[src/rtl/irq_pkg.sv]
package irq_pkg;
   localparam int IRQ_SRC_N = 3;
   localparam int SRC_EXT   = 0;
   localparam int SRC_TMR   = 1;
   localparam int SRC_ADC   = 2;
endpackage

[src/rtl/irq_fall_detect.sv]
module irq_fall_detect #(
   parameter int STAGES = 2
) (
   input  logic clk,
   input  logic rst_n,
   input  logic pin,
   output logic fall
);
   logic synced;
   logic prev;

   generate
      if (STAGES < 0) begin : g_bad_stages
         $fatal(1, "STAGES must not be negative");
      end
      if (STAGES == 0) begin : g_direct
         assign synced = pin;
      end else begin : g_sync
         logic [STAGES-1:0] sh;
         always_ff @(posedge clk) begin
            if (!rst_n) begin
               sh <= '1;
            end else begin
               sh[0] <= pin;
               for (int i = 1; i < STAGES; i++) begin
                  sh[i] <= sh[i-1];
               end
            end
         end
         assign synced = sh[STAGES-1];
      end
   endgenerate

   always_ff @(posedge clk) begin
      if (!rst_n) prev <= 1'b1;
      else        prev <= synced;
   end

   assign fall = prev & ~synced;
endmodule

[src/rtl/irq_prio_vec.sv]
module irq_prio_vec #(
   parameter int N          = 3,
   parameter int PC_W       = 11,
   parameter int VEC_BASE   = 4,
   parameter int VEC_STRIDE = 4
) (
   input  logic [N-1:0]    pend,
   output logic [N-1:0]    grant,
   output logic [PC_W-1:0] vector
);
   localparam int VEC_TOP = VEC_BASE + (N - 1) * VEC_STRIDE;

   generate
      if (VEC_TOP >= (1 << PC_W)) begin : g_bad_vec
         $fatal(1, "vector table does not fit in PC_W bits");
      end
   endgenerate

   // lowest index wins: scan from the top so the last hit stays
   always_comb begin
      grant  = '0;
      vector = '0;
      for (int i = N - 1; i >= 0; i--) begin
         if (pend[i]) begin
            grant    = '0;
            grant[i] = 1'b1;
            vector   = PC_W'(VEC_BASE + i * VEC_STRIDE);
         end
      end
   end
endmodule

[src/rtl/irq_ctrl_reg.sv]
module irq_ctrl_reg #(
   parameter int N     = 3,
   parameter int REG_W = 8
) (
   input  logic             clk,
   input  logic             rst_n,
   input  logic             wr,
   input  logic [REG_W-1:0] wdata,
   input  logic [N-1:0]     evt,
   input  logic             ack_fire,
   input  logic [N-1:0]     grant,
   output logic             master,
   output logic [N-1:0]     en,
   output logic [N-1:0]     flag,
   output logic [REG_W-1:0] rdata
);
   localparam int EN_LSB   = 1;
   localparam int FLAG_LSB = 1 + N;
   localparam int USED     = 1 + 2 * N;

   logic          m_nx;
   logic [N-1:0]  en_nx;
   logic [N-1:0]  f_nx;

   generate
      if (USED > REG_W) begin : g_bad_width
         $fatal(1, "control register too narrow for source count");
      end
      if (USED < REG_W) begin : g_pad
         logic unused_hi;
         assign unused_hi = ^wdata[REG_W-1:USED];
      end
   endgenerate

   // order: software write, then hardware clear on accept, then new events win
   always_comb begin
      m_nx  = master;
      en_nx = en;
      f_nx  = flag;
      if (wr) begin
         m_nx  = wdata[0];
         en_nx = wdata[EN_LSB +: N];
         f_nx  = wdata[FLAG_LSB +: N];
      end
      if (ack_fire) begin
         m_nx = 1'b0;
         f_nx = f_nx & ~grant;
      end
      f_nx = f_nx | evt;
   end

   always_ff @(posedge clk) begin
      if (!rst_n) begin
         master <= 1'b0;
         en     <= '0;
         flag   <= '0;
      end else begin
         master <= m_nx;
         en     <= en_nx;
         flag   <= f_nx;
      end
   end

   always_comb begin
      rdata                  = '0;
      rdata[0]               = master;
      rdata[EN_LSB +: N]     = en;
      rdata[FLAG_LSB +: N]   = flag;
   end

   generate
      for (genvar g = 0; g < N; g++) begin : g_chk
         p_evt_latch_r2: assert property (@(posedge clk) disable iff (!rst_n)
            evt[g] |=> flag[g]);
      end
   endgenerate

   p_ack_drops_master_r6: assert property (@(posedge clk) disable iff (!rst_n)
      (ack_fire && !wr) |=> !master);
endmodule

[src/rtl/irq_vector_ctrl.sv]
module irq_vector_ctrl
   import irq_pkg::*;
#(
   parameter int REG_W       = 8,
   parameter int PC_W        = 11,
   parameter int VEC_BASE    = 4,
   parameter int VEC_STRIDE  = 4,
   parameter int SYNC_STAGES = 2
) (
   input  logic             clk,
   input  logic             rst_n,
   input  logic             ext_pin,
   input  logic             tmr_ovf,
   input  logic             adc_eoc,
   input  logic             reg_wr,
   input  logic [REG_W-1:0] reg_wdata,
   output logic [REG_W-1:0] reg_rdata,
   input  logic             stack_full,
   output logic             irq_call,
   output logic [PC_W-1:0]  irq_vector,
   input  logic             irq_ack,
   output logic             wake
);
   localparam int N = IRQ_SRC_N;

   logic           ext_fall;
   logic [N-1:0]   evt;
   logic           master;
   logic [N-1:0]   en;
   logic [N-1:0]   flag;
   logic [N-1:0]   pend;
   logic [N-1:0]   grant;
   logic           ack_fire;

   irq_fall_detect #(.STAGES(SYNC_STAGES)) u_edge (
      .clk   (clk),
      .rst_n (rst_n),
      .pin   (ext_pin),
      .fall  (ext_fall)
   );

   always_comb begin
      evt          = '0;
      evt[SRC_EXT] = ext_fall;
      evt[SRC_TMR] = tmr_ovf;
      evt[SRC_ADC] = adc_eoc;
   end

   irq_ctrl_reg #(.N(N), .REG_W(REG_W)) u_reg (
      .clk      (clk),
      .rst_n    (rst_n),
      .wr       (reg_wr),
      .wdata    (reg_wdata),
      .evt      (evt),
      .ack_fire (ack_fire),
      .grant    (grant),
      .master   (master),
      .en       (en),
      .flag     (flag),
      .rdata    (reg_rdata)
   );

   assign pend = flag & en;

   irq_prio_vec #(
      .N          (N),
      .PC_W       (PC_W),
      .VEC_BASE   (VEC_BASE),
      .VEC_STRIDE (VEC_STRIDE)
   ) u_prio (
      .pend   (pend),
      .grant  (grant),
      .vector (irq_vector)
   );

   assign irq_call = master & ~stack_full & (|pend);
   assign wake     = |pend;
   assign ack_fire = irq_ack & irq_call;

   p_stack_blocks_r8: assert property (@(posedge clk) disable iff (!rst_n)
      stack_full |-> !irq_call);

   p_master_gate_r7: assert property (@(posedge clk) disable iff (!rst_n)
      !reg_rdata[0] |-> !irq_call);

   p_call_wakes_r9: assert property (@(posedge clk) disable iff (!rst_n)
      irq_call |-> wake);

   p_ext_first_r5: assert property (@(posedge clk) disable iff (!rst_n)
      (irq_call && reg_rdata[1] && reg_rdata[4]) |-> (irq_vector == PC_W'(VEC_BASE)));
endmodule

[config.mk]
export PLATFORM = sky130hd
export DESIGN_NAME = irq_vector_ctrl
export DESIGN_NICKNAME = d
export VERILOG_FILES = /design/src/rtl/irq_pkg.sv /design/src/rtl/irq_fall_detect.sv /design/src/rtl/irq_prio_vec.sv /design/src/rtl/irq_ctrl_reg.sv /design/src/rtl/irq_vector_ctrl.sv
export SDC_FILE = /design/constraint.sdc
export NUM_CORES = 1
export LEC_CHECK = 0
export ABC_AREA = 1
export CAP_MARGIN = 20
export CORE_MARGIN = 4
export CORE_UTILIZATION = 35
export DETAILED_ROUTE_END_ITERATION = 10
export DONT_BUFFER_PORTS = 1
export HOLD_SLACK_MARGIN = 0.06
export MAX_ROUTING_LAYER = met4
export PLACE_DENSITY = 0.46
export SETUP_SLACK_MARGIN = 0.2
export SLEW_MARGIN = 20
export SYNTH_ARGS = -nofsm -noshare
export SYNTH_HDL_FRONTEND = slang
export SYNTH_SLANG_ARGS = --single-unit
export TNS_END_PERCENT = 5
[constraint.sdc]
create_clock -name clk -period 1.5 [get_ports clk]
set_clock_uncertainty 0.2 [all_clocks]
set_input_delay 0.3 -clock clk [delete_from_list [all_inputs] [get_ports clk]]
set_output_delay 0.3 -clock clk [all_outputs]
set_load 0.02 [all_outputs]
==> reports/summary.txt <==
Antenna Cells -> 0
minimum clock period -> 1540 ps
Post-Syn Instances -> 70
die height -> 47.0 µm
drt drc -> 0
first-pass detailed-route iteration total -> 2
max-slew violations -> 0
CP Data Arrival Time -> 1040 ps
CTS Buffer Depth -> 2
CP Launch Type -> flip-flop
Cell Area, Synth -> 533 µm²
Placed Area -> 556 µm²
clock buffer count from CTS -> 3
CTS H-Tree Depth -> 1
vias in the first global route -> 423
dominant cell type by area after synthesis -> dfxtp_1
io pins -> 37
Root Driver -> clkbuf_4
post-route cell area -> 736 µm²
Syn. warnings -> 0
flops & latches, synth -> 10
global route overflow -> 0
Worst-path clk slew -> 70 ps
Total GRT Usage -> 13.2%
CTS sink cnt -> 10
Worst VDD drop -> 434 µV
Hold Path Class -> primary input to flip-flop
Area growth syn-to-layout -> 38.0%
RSZ-0062 raised after global routing -> yes
die width -> 47.0 µm
max-cap viol count -> 0
first-pass GRT wire length -> 1940 µm
antenna violations before repair -> 0
status -> finished with violations
IO buf count -> 0
initial core utilization -> 39.0%
Hold Slack -> 90.8 ps
Util after Layout -> 53.8%
final critical-path share of the clock period -> 103%
Fin. Hold Viols -> 0
sequential share of the synthesized area -> 37.6%
Pwr Total -> 686 µW
Row Count -> 13
pwr/cell area -> 933 nW/µm²
Worst EP required -> 1000 ps
Final WS setup -> -40.2 ps
critical path fanouts, max -> 4
synth top area cells -> dfxtp_1, buf_4, nand2_1, inv_1, nor2_1
Setup TNS Final -> -97.7 ps
Detailed Route WL -> 1200 µm
Routed WL per cell -> 12.1 µm
Clock Latency Late Sink -> 260 ps
fill cell count -> 149
Cell Count, Final, Fillers Out -> 99
Core Region -> 1370 µm²
multi-input logic area -> 303 µm²
GPL Wtd Cong -> 0.685
largest net degree at the start of global routing -> 9
post-synth top area share -> 37.6%
share of cells above drive strength 1 -> 34.5%
Max Fclk -> 0.649 GHz
post-place setup slack -> 134 ps
# nets final -> 101
ANT nets after route -> 0
library cells used by synthesis -> 20
worst setup path class -> flip-flop to primary output
First DRT Iteration DRCs -> 2
syn avg cell area -> 7.61 µm²
die area -> 2210 µm²
Leak Pwr -> 0.392 nW
Vias/cell -> 4.53
via count -> 448
Final HPWL DP -> 880 µm
violated checks -> setup timing
FF/Latch Area -> 220 µm²
# placed instances -> 85
Crit. End Element -> primary output
CTS tree -> yes
final setup violation count -> 3
[kinds of logic (layout without fill, tap and decap cells)]
family | count (synthesis) | after routing | synth area share, %
other | 1 | 10 | 0.704
AO/OA/AOI/OAI | 14 | 14 | 15.7
buffers and inverters | 20 | 25 | 21.8
AND/OR/NAND/NOR | 25 | 25 | 24.2
flip-flops | 10 | 10 | 37.6
[worst paths after layout]
kind	from	end	slack, ps	cells past startpoint
setup / recovery	u_reg.flag[2]	irq_vector[3]	-40	2
hold / removal	reg_wr	u_reg.flag[0]	90	4
setup reg to reg	u_reg.flag[2]	u_reg.flag[2]	180	5
hold reg to reg	u_edge.g_sync.sh[0]	u_edge.g_sync.sh[1]	210	1
[sequential cells by signal, summed over array words and instances, names as in the netlist]
signal / cells
u_reg.flag: 3
u_edge.prev: 1
u_reg.en: 3
u_reg.master: 1
u_edge.g_sync.sh: 2
[critical path, stage by stage (launching register included)]
cell,delay [ps]
dfxtp_4,410
nand2_4,90
a21boi_2,280
[final cells by class]
cell class	instances	share of cell area [%]
Timing Repair Buffer	12	16.5
Multi-Input combinational cell	49	41.2
Clock buffer	4	4.93
Sequential cell	10	29.9
Inverter	9	4.93
Tap cell	15	2.55
[layer usage]
metal	part of all wire, %	global-route usage [%]	up-vias
met1	42	14.7	192
met3	14	8.05	2
met5	0	-	-
li1	-	-	231
met2	44	19.8	23
met4	0.75	3.31	0
[placed cells by master, fill, tap and decap left out, types with 2 or more instances in the layout]
master / synthesis / final
clkbuf_4: 0 / 3
nor2_2: 1 / 2
nand2_4: 0 / 4
dfxtp_1: 10 / 4
inv_2: 2 / 2
dlymetal6s4s_1: 0 / 2
or2_1: 2 / 2
o21bai_1: 3 / 3
o21ai_1: 2 / 3
conb_1: 1 / 10
or2_2: 2 / 2
nand2_1: 8 / 5
inv_1: 7 / 6
o21ai_0: 5 / 3
a21oi_1: 2 / 2
nor2_1: 7 / 6
dlygate4sd3_1: 0 / 7
dfxtp_4: 0 / 5
buf_4: 11 / 2
[cell usage after synthesis, drive strengths merged]
master,count
o21ai,7
or2,5
buf,11
nor2,8
a21boi,1
nand2,9
nand4,1
a21oi,2
dfxtp,10
inv,9
nand3,2
conb,1
o21bai,3
o2111ai,1
[report_power, final]
| part | internal, mW | leakage, nW | total (mW) | switching, mW |
|---|---|---|---|---|
| registers | 0.282 | 0.0862 | 0.312 | 0.0298 |
| clock network | 0.147 | 0.0210 | 0.242 | 0.0947 |
| logic | 0.0523 | 0.285 | 0.133 | 0.0803 |
| total | 0.481 | 0.392 | 0.686 | 0.205 |
[what timing repair did]
action	4_1_cts	5_1_grt
hold buffers	9	0
setup endpoints to repair	7	11
hold endpoints to repair	9	0
pin swaps	2	3
gates resized for setup	8	6
setup buffers	1	0
cloned	0	0
Power figures use the tool's default switching activity.
